[src/rtl/lrt_pkg.sv]
// Shared types for the raster timer: scan phase encoding, per-axis
// timing record and the decoders that unpack the timing words.
// Assumes the fixed field positions of the horizontal and vertical words.
package lrt_pkg;

    localparam int LRT_ACT_W   = 10;
    localparam int LRT_PORCH_W = 8;
    localparam int LRT_SYNC_W  = 6;

    typedef enum logic [1:0] {
        PH_SYNC   = 2'd0,
        PH_BACK   = 2'd1,
        PH_ACTIVE = 2'd2,
        PH_FRONT  = 2'd3
    } lrt_phase_e;

    typedef struct packed {
        logic [LRT_PORCH_W-1:0] back;
        logic [LRT_PORCH_W-1:0] front;
        logic [LRT_SYNC_W-1:0]  sync;
        logic [LRT_ACT_W-1:0]   act_m1;
    } lrt_axis_t;

    // Horizontal: width in 16-pixel steps, so length-1 is {field, 4'hF}
    function automatic lrt_axis_t lrt_decode_h(input logic [31:4] w);
        lrt_axis_t r;
        r.back   = w[31:24];
        r.front  = w[23:16];
        r.sync   = w[15:10];
        r.act_m1 = {w[9:4], 4'hF};
        return r;
    endfunction

    // Vertical: line count minus one held directly in the low field
    function automatic lrt_axis_t lrt_decode_v(input logic [31:0] w);
        lrt_axis_t r;
        r.back   = w[31:24];
        r.front  = w[23:16];
        r.sync   = w[15:10];
        r.act_m1 = w[9:0];
        return r;
    endfunction

    // Phase sequence: sync, back porch, active, front porch, repeat
    function automatic lrt_phase_e lrt_next_phase(input lrt_phase_e p);
        case (p)
            PH_SYNC:   return PH_BACK;
            PH_BACK:   return PH_ACTIVE;
            PH_ACTIVE: return PH_FRONT;
            default:   return PH_SYNC;
        endcase
    endfunction

endpackage

[src/rtl/lrt_clkdiv.sv]
// Pixel rate divider. Emits a one-cycle tick every D module clocks and a
// divided clock level (high in the first half of the period).
// Assumes divisor values below 2 must be raised to 2 so tick never sticks.
module lrt_clkdiv #(
    parameter int DIV_W = 8
) (
    input  logic             clk,
    input  logic             rst_n,
    input  logic             en,
    input  logic [DIV_W-1:0] div,
    input  logic             inv,
    output logic             tick,
    output logic             clk_lvl
);

    localparam logic [DIV_W-1:0] DIV_MIN = DIV_W'(2);

    logic [DIV_W-1:0] div_eff;
    logic [DIV_W-1:0] cnt;
    logic             last;

    // Clamp the divisor to at least two
    always_comb div_eff = (div < DIV_MIN) ? DIV_MIN : div;

    // Final cycle of the pixel period (>= guards a divisor lowered mid-period)
    always_comb last = (cnt >= div_eff - DIV_W'(1));

    // Period counter, cleared while the raster is off
    always_ff @(posedge clk) begin
        if (!rst_n || !en) begin
            cnt <= '0;
        end else if (last) begin
            cnt <= '0;
        end else begin
            cnt <= cnt + DIV_W'(1);
        end
    end

    // Tick and clock level outputs
    always_comb begin
        tick    = en && last;
        clk_lvl = (en && (cnt < (div_eff >> 1))) ^ inv;
    end

    // Spacing is at least two cycles, so ticks never touch
    assert_tick_gap_R1: assert property (@(posedge clk) disable iff (!rst_n)
        tick |=> !tick);

endmodule

[src/rtl/lrt_axis_ctr.sv]
// One scan axis: walks sync, back porch, active and front porch phases,
// each lasting field+1 steps, and flags the step that closes the axis.
// Assumes cfg is held steady while en is high.
module lrt_axis_ctr
    import lrt_pkg::*;
#(
    parameter int CNT_W = 10
) (
    input  logic             clk,
    input  logic             rst_n,
    input  logic             en,
    input  logic             step,
    input  lrt_axis_t        cfg,
    output logic [CNT_W-1:0] pos,
    output logic             in_sync,
    output logic             in_active,
    output logic             wrap
);

    lrt_phase_e       phase;
    logic [CNT_W-1:0] cnt;
    logic [CNT_W-1:0] len_m1;
    logic             last;

    // Length minus one of the current phase
    always_comb begin
        case (phase)
            PH_SYNC:   len_m1 = CNT_W'(cfg.sync);
            PH_BACK:   len_m1 = CNT_W'(cfg.back);
            PH_ACTIVE: len_m1 = CNT_W'(cfg.act_m1);
            default:   len_m1 = CNT_W'(cfg.front);
        endcase
    end

    // Phase end and axis wrap detection
    always_comb begin
        last      = (cnt == len_m1);
        wrap      = step && last && (phase == PH_FRONT);
        in_sync   = (phase == PH_SYNC);
        in_active = (phase == PH_ACTIVE);
        pos       = in_active ? cnt : '0;
    end

    // Phase and position state, held at the start while disabled
    always_ff @(posedge clk) begin
        if (!rst_n || !en) begin
            phase <= PH_SYNC;
            cnt   <= '0;
        end else if (step) begin
            if (last) begin
                phase <= lrt_next_phase(phase);
                cnt   <= '0;
            end else begin
                cnt <= cnt + CNT_W'(1);
            end
        end
    end

    // Without a step the axis state must not move
    assert_hold_without_step_R3: assert property (@(posedge clk) disable iff (!rst_n)
        (en && $past(en) && !$past(step)) |-> ($stable(phase) && $stable(cnt)));

endmodule

[src/rtl/lcd_raster_timer.sv]
// Raster timing generator for a parallel TFT panel. Combines the pixel
// divider with a horizontal and a vertical axis counter and shapes the
// panel strobes, polarity and pixel request. Assumes all configuration
// is set before raster_en is raised and left alone while it is high.
module lcd_raster_timer
    import lrt_pkg::*;
#(
    parameter int POS_W   = 10,
    parameter int DIV_W   = 8,
    parameter int DIV_LSB = 8
) (
    input  logic             clk,
    input  logic             rst_n,
    input  logic             raster_en,
    input  logic [31:0]      ctrl_word,
    input  logic [31:0]      htim_word,
    input  logic [31:0]      vtim_word,
    input  logic             inv_pclk,
    input  logic             inv_lsync,
    input  logic             inv_fsync,
    output logic             pclk_en,
    output logic             pclk_out,
    output logic             lsync,
    output logic             fsync,
    output logic             de,
    output logic             data_req,
    output logic [POS_W-1:0] pix_x,
    output logic [POS_W-1:0] line_y
);

    localparam int DIV_HI = DIV_LSB + DIV_W;

    lrt_axis_t        h_cfg, v_cfg;
    logic             tick, tick_d;
    logic             h_sync, h_act, h_wrap;
    logic             v_sync, v_act, v_wrap;
    logic [POS_W-1:0] h_pos, v_pos;
    logic             unused_cfg_bits;

    // Unpack the timing words
    always_comb begin
        h_cfg = lrt_decode_h(htim_word[31:4]);
        v_cfg = lrt_decode_v(vtim_word);
    end

    // Fields outside the decoded ones carry no meaning here
    assign unused_cfg_bits = ^{ctrl_word[31:DIV_HI], ctrl_word[DIV_LSB-1:0],
                               htim_word[3:0], v_wrap};

    lrt_clkdiv #(.DIV_W(DIV_W)) i_div (
        .clk     (clk),
        .rst_n   (rst_n),
        .en      (raster_en),
        .div     (ctrl_word[DIV_HI-1:DIV_LSB]),
        .inv     (inv_pclk),
        .tick    (tick),
        .clk_lvl (pclk_out)
    );

    lrt_axis_ctr #(.CNT_W(POS_W)) i_hax (
        .clk       (clk),
        .rst_n     (rst_n),
        .en        (raster_en),
        .step      (tick),
        .cfg       (h_cfg),
        .pos       (h_pos),
        .in_sync   (h_sync),
        .in_active (h_act),
        .wrap      (h_wrap)
    );

    lrt_axis_ctr #(.CNT_W(POS_W)) i_vax (
        .clk       (clk),
        .rst_n     (rst_n),
        .en        (raster_en),
        .step      (h_wrap),
        .cfg       (v_cfg),
        .pos       (v_pos),
        .in_sync   (v_sync),
        .in_active (v_act),
        .wrap      (v_wrap)
    );

    // Marks the first module cycle of each new pixel period
    always_ff @(posedge clk) begin
        if (!rst_n) begin
            tick_d <= 1'b0;
        end else begin
            tick_d <= tick;
        end
    end

    // Panel strobes with polarity, forced idle while disabled
    always_comb begin
        pclk_en  = tick;
        lsync    = (raster_en && h_sync) ^ inv_lsync;
        fsync    = (raster_en && v_sync) ^ inv_fsync;
        de       = raster_en && h_act && v_act;
        data_req = de && tick_d;
        pix_x    = raster_en ? h_pos : '0;
        line_y   = raster_en ? v_pos : '0;
    end

    // A frame may only open at the same edge that opens a line
    assert_frame_on_line_R10: assert property (@(posedge clk) disable iff (!rst_n)
        $rose(v_sync) |-> $rose(h_sync));

    // Data enable changes only at a pixel boundary
    assert_de_on_pixel_edge_R6: assert property (@(posedge clk) disable iff (!rst_n)
        (raster_en && $past(raster_en) && !$past(tick)) |-> $stable(de));

    // Disabled cycle leaves both axes at their start
    assert_idle_clears_R9: assert property (@(posedge clk) disable iff (!rst_n)
        !raster_en |=> (h_sync && v_sync && h_pos == '0 && v_pos == '0));

    // A request never stands alone outside the active area
    assert_req_needs_tick_R7: assert property (@(posedge clk) disable iff (!rst_n)
        data_req |-> $past(tick));

endmodule

[config.mk]
export PLATFORM = sky130hd
export DESIGN_NAME = lcd_raster_timer
export DESIGN_NICKNAME = d
export VERILOG_FILES = /design/src/rtl/lrt_pkg.sv /design/src/rtl/lrt_clkdiv.sv /design/src/rtl/lrt_axis_ctr.sv /design/src/rtl/lcd_raster_timer.sv
export SDC_FILE = /design/constraint.sdc
export NUM_CORES = 1
export LEC_CHECK = 0
export BUFFER_PORTS_ARGS = -buffer_cell sky130_fd_sc_hd__buf_2
export CORE_AREA = 2 2 103 105
export CTS_CLUSTER_DIAMETER = 40
export CTS_CLUSTER_SIZE = 40
export DETAILED_ROUTE_END_ITERATION = 16
export DIE_AREA = 0 0 105 107
export GPL_ROUTABILITY_DRIVEN = 0
export PLACE_DENSITY = 0.63
export SKIP_CTS_REPAIR_TIMING = 1
export SLEW_MARGIN = 20
export SYNTH_ARGS = -nofsm -noshare
export SYNTH_HDL_FRONTEND = slang
export SYNTH_SLANG_ARGS = --single-unit
export TNS_END_PERCENT = 10
[constraint.sdc]
create_clock -name clk -period 7.2 [get_ports clk]
set_input_delay 1.08 -clock clk [delete_from_list [all_inputs] [get_ports clk]]
set_output_delay 1.08 -clock clk [all_outputs]
set_load 0.02 [all_outputs]
; ---- After elaboration in Yosys (flattened, before gate mapping)
; Cells that the tools add are included.
; Widths: inputs -> output; s select.
[totals]
regBits = 33
out_inout_bits = 26
elab_cells = 51
[classes]
addsub = 4
order_cmp = 3
n_eq_ne = 7
mux = 11
n_bitwise = 3
reduce_logical = 17
[ops]
columns = op, count
row1 = $mux 10, 6
row2 = $pmux 10 s3, 2
row3 = $add 10x1->10 const B, 2
row4 = $eq 10x10->1, 2
row5 = $pmux 2 s3, 2
row6 = $logic_and 1x1->1, 9
row7 = $add 8x1->8 const B, 1
row8 = $ge 8x8->1, 1
row9 = $lt 8x2->1 const B, 1
row10 = $lt 8x7->1, 1
row11 = $mux 8, 1
row12 = $sub 8x1->8 const B, 1
row13 = $eq 2x2->1 const B, 3
row14 = $eq 2x1->1 const B, 2
row15 = $logic_not 2->1, 2
row16 = $reduce_and 2->1, 2
row17 = $xor 1x1->1, 3
row18 = $logic_not 1->1, 2
row19 = $reduce_or 2->1, 1
row20 = $logic_or 1x1->1, 1

; ---- Logic depth before layout (Yosys ltp)
[depth]
ltp_word = 8
ltp_mapped = 18
ltp_nobuf = 17

; ---- By module
; From an unflattened synthesis, not the netlist that was laid out.
[unflattened]
hier_cells = 408
hier_area_um2 = 3188.1
[modules_own_cells]
columns = module, instances, cells_per_inst, area_each_um2, seq_area_each_um2
row1 = lrt_axis_ctr, 2, 141, 1099.8, 240.2
row2 = lrt_clkdiv, 1, 95, 784.5, 160.2
row3 = lcd_raster_timer, 1, 31, 203.9, 20.0

; ---- Worst setup path before layout
; Ideal clock, no wire load.
[synth_timing]
path_type = input to register
start = input ctrl_word[15]
end = register i_vax.cnt[9]
setup_time_ps = 66
arrival_ps = 4329
required_ps = 7134
setup_slack_ps = 2805
stages = 17
n_path_buf = 1
path_cell_list = nor4_1 nand2_1 o21ai_0 ha_1 inv_1 nor2_1 xnor2_1 ha_1 nand4_1 o31ai_2 nand2_2 inv_2 and4_1 nand2b_4 buf_6 or4_4 a21oi_2
[synth_between]
elab_chain_cells = 7
[synth_rtl]
columns = element, line_no
row1 = "start, declared", lcd_raster_timer.sv:15  ; input logic [31:0] ctrl_word,
row2 = $lt 8x2->1, lrt_clkdiv.sv:23  ; always_comb div_eff = (div < DIV_MIN) ? DIV_MIN : div;
row3 = $mux 8 *, lrt_clkdiv.sv:23
row4 = $sub 8x1->8 *, lrt_clkdiv.sv:26  ; always_comb last = (cnt >= div_eff - DIV_W'(1));
row5 = $ge 8x8->1 *, lrt_clkdiv.sv:26
row6 = $logic_and 1x1->1 *, lrt_clkdiv.sv:41  ; tick = en && last;
row7 = net pclk_en, lcd_raster_timer.sv:21  ; output logic pclk_en,
row8 = $logic_and 1x1->1 * (2 in a row), lrt_axis_ctr.sv:38  ; wrap = step && last && (phase == PH_FRONT);
row9 = "end signal, assigned", lrt_axis_ctr.sv:54  ; cnt <= cnt + CNT_W'(1);
row10 = "end, declared", lrt_axis_ctr.sv:21  ; logic [CNT_W-1:0] cnt;
; The timed path passes the listed nets; every way through them passes the cells marked *.
; A chain may end at the register's enable or synchronous reset.

; ---- Worst setup path after layout
[layout_timing]
start = input ctrl_word[14]
end = output pclk_en
[layout_between]
elab_chain_cells = 5
[layout_rtl]
columns = element, line_no
row1 = $lt 8x2->1, lrt_clkdiv.sv:23
row2 = $mux 8 *, lrt_clkdiv.sv:23
row3 = $sub 8x1->8 *, lrt_clkdiv.sv:26
row4 = $ge 8x8->1 *, lrt_clkdiv.sv:26
row5 = $logic_and 1x1->1 *, lrt_clkdiv.sv:41
row6 = "end, declared", lcd_raster_timer.sv:21
; Every way passes the cells marked *; elsewhere a longest branch is shown, timed or not.

==> results.py <==
metrics = {
    "routing": {
        "drt-initial-drc-count": 154,
        "drt_first_pass_iters": 4,
        "drt_wl_total_um": 7934,
        "viasPerCell": 5.056,
        "ant_nets": 0,
        "wl_per_cell_um": 13.40,
        "via_count": 2993,
        "drcViolationCount": 0,
    },
    "finish": {
        "design_area_mm2": 0.003630,
        "final_util_pct": 35.97,
        "nNetsFinal": 584,
        "drive_gt1_share_pct": 25.88,
        "fillers": 1100,
        "diodes": 0,
        "syn_to_final_growth_pct": 22.98,
    },
    "power": {
        "seq_power_share_pct": 43.4,
        "p_int_uw": 325.7,
        "max-vdd-ir-drop_mv": 0.07071,
        "p_comb_share_pct": 14.6,
        "clkPwrFrac_pct": 41.9,
        "power_density_mw_per_mm2": 116.9,
        "p_switching_uw": 98.61,
        "p_total_uw": 424.3,
        "p_leak_nw": 1.668,
        "p_sw_share_pct": 23.24,
    },
    "worst_hold_path": {
        "hp-class": "flop to flop",
        "hold_depth": 2,
    },
    "clock_network": {
        "cts_root_buf": "clkbuf_8",
        "cts_tree": "yes",
        "htree_levels": 2,
        "cts_buffer_depth": 2,
        "clkTransAtPathRegs_ns": 0.07,
        "cts_sinks": 33,
        "clk_latency_ns": 0.28,
        "numCtsBuffers": 5,
    },
    "floorplan": {
        "die_h_um": 107,
        "ios": 128,
        "fp-row-count": 37,
        "die_area_mm2": 0.01124,
        "die_x_um": 105,
        "core_area_mm2": 0.01009,
        "start_util_pct": 29.25,
    },
    "sta": {
        "maxSlewViolCount": 0,
        "setup_violations": 0,
        "worst_slew_pin_slew_ns": 0.7087,
        "timing.final.crit_period_ns": 5.051,
        "slew_headroom_pct": 52.75,
        "fin_skew_ns": 0.008826,
        "max_freq_mhz": 198.0,
        "rsz0062_at_grt": "no",
        "finalHoldViolCount": 0,
        "post-route-period-util_pct": 70.15,
        "finalSetupTns_ns": 0,
    },
    "worst_setup_path": {
        "r2r-end": "i_vax.cnt[2]$_SDFFE_PP0P_",
        "start_kind": "primary input",
        "critPathKind": "primary input to output port",
        "worst_r2r_startpoint": "i_div.cnt[0]$_SDFF_PP0_",
        "worstSetupStartpoint": "ctrl_word[14]",
        "worst_ep_required_time_ns": 6.12,
        "cp_data_arrival_time_ns": 3.97,
        "ff2ff_setup_slack_ns": 4.12,
        "critPathCaptureType": "output port",
        "path_max_fanout": 9,
        "r2r_cells": 11,
        "endpoint": "pclk_en",
    },
    "run": {
        "cap_violations": 0,
    },
    "synth": {
        "synth_edf_count": 0,
        "synth_top_area_share_pct": 22.38,
        "synth_cell_type_count": 57,
        "synth_warnings": 0,
        "synthAdderAreaFrac_pct": 11.45,
        "yosys.area.top_type": "dfxtp_1",
        "synth_ff_type": "dfxtp_1",
        "synthCells": 366,
        "synth.avg_cell_area_um2": 8.064,
        "synth_top_family_by_area": "simple AND/OR/NAND/NOR gates",
        "synth_seq_cells": 33,
        "synth_area_leaders": "dfxtp_1 22%, ha_1 11%, xnor2_1 7.1%",
        "yosysSeqAreaShare_pct": 22.38,
        "yosys-top-cells-count": "35 x nor2_1, 33 x dfxtp_1, 28 x and3_1",
        "synthXorXnorAreaFrac_pct": 11.57,
        "synthArstFlopShare_pct": 0,
        "synthMuxAreaShare_pct": 4.070,
        "synth_fp_nets": 495,
        "synthMostInstantiatedCell": "nor2_1",
        "netlist_area_mm2": 0.002952,
        "synth-compound-area-share_pct": 13.99,
        "synth-simple-area-share_pct": 29.84,
    },
    "placed_design": {
        "dpl.hpwl_um": 6347,
        "dpl_cell_area_mm2": 0.003513,
        "io_buffers": 99,
    },
    "grt": {
        "grtUsageTotal_pct": 14.26,
        "gr-total-overflow": 0,
        "grt_pass1_vias": 2986,
        "grt_antenna_before_repair": 0,
        "grt_pass1_wl_um": 13430,
        "grt_max_degree": 28,
    },
    "status": {
        "status": "finished clean",
    },
}
==> state kept, by name, indices dropped and copies added, names as in the netlist <==
register     cells
i_div.cnt        8
i_hax.cnt       10
i_hax.phase      2
i_vax.cnt       10
i_vax.phase      2
tick_d           1
==> critical path, stage by stage <==
cell and delay (ns):
buf_2 0.13, nor4_1 0.51, nand2_1 0.08, o21ai_0 0.26
ha_1 0.27, inv_1 0.06, nor2_1 0.12, xnor2_1 0.08
ha_1 0.30, nand4_1 0.11, o31ai_2 0.41, nand2_2 0.16
inv_2 0.19, buf_2 0.20
==> kinds of logic after synthesis <==
kind of cell	after synthesis
and+or+nand+nor	159
AOI/OAI and AO/OA	54
buffers and inverters	42
xor gates and xnor gates	39
DFF	33
adders and majority gates	27
muxes	12
==> per-stage QoR <==
| step | hold WS, ns | cells | setup WS (ns) |
|---|---|---|---|
| 2_1_floorplan | 0.4603 | 366 | 2.805 |
| 3_5_place_dp | 0.5163 | 584 | 2.157 |
| 6_report | 0.5328 | 592 | 2.149 |
| 3_3_place_gp | 0.5134 | 584 | 2.162 |
| 5_1_grt | 0.5548 | 592 | 1.777 |
| 4_1_cts | 0.5369 | 592 | 2.147 |
==> placed cells by master (no fill, tap or decap), types with 10 or more instances in the layout <==
cell type  Yosys  layout
nand3_1       15      15
nand4_1       10      10
nor2_1        35      35
and3_1        28      28
xnor2_1       24      24
buf_2          2      99
mux2i_1       12      12
xor2_1        15      15
dfxtp_1       33      33
nor2b_1       11      11
ha_1          27      27
inv_1         24      24
nand2_1       24      24
==> worst min path at each step <==
stage | from | to | slack (ns)
detailed placement | i_div.cnt[0]$_SDFF_PP0_ | i_div.cnt[0]$_SDFF_PP0_ | 0.52
global route | i_vax.cnt[7]$_SDFFE_PP0P_ | i_vax.cnt[7]$_SDFFE_PP0P_ | 0.55
floorplan | i_div.cnt[0]$_SDFF_PP0_ | i_div.cnt[0]$_SDFF_PP0_ | 0.46
finish | i_vax.cnt[7]$_SDFFE_PP0P_ | i_vax.cnt[7]$_SDFFE_PP0P_ | 0.53
CTS | i_vax.cnt[7]$_SDFFE_PP0P_ | i_vax.cnt[7]$_SDFFE_PP0P_ | 0.54
global placement | i_div.cnt[0]$_SDFF_PP0_ | i_div.cnt[0]$_SDFF_PP0_ | 0.51
==> routing by layer <==
metal	routed length, um	up-vias	GRT usage [%]
met5	0	-	0
met1	3550	1404	17.45
met4	74	0	3.143
met2	3943	72	25.79
met3	366	9	2.796
li1	-	1508	-
==> cell type report <==
type	instances	area, um2	area share [%]
multi-input combinational	291	2093	57.67
sequential	33	660.6	18.20
timing repair buffer	99	495.5	13.65
tap	136	170.2	4.688
inverter	25	93.84	2.585
clock buffer	7	86.33	2.378
clock inverter	1	30.03	0.8273
==> power by group through the flow <==
stage	clock network (mW)	registers [mW]	logic (mW)
global route	0.188	0.184	0.0699
detailed placement	0	0.188	0.0623
floorplan	0	0.188	0.0313
finish	0.178	0.184	0.0621
global placement	0	0.188	0.0600
CTS	0.182	0.184	0.0626
Power figures use the tool's default switching activity.
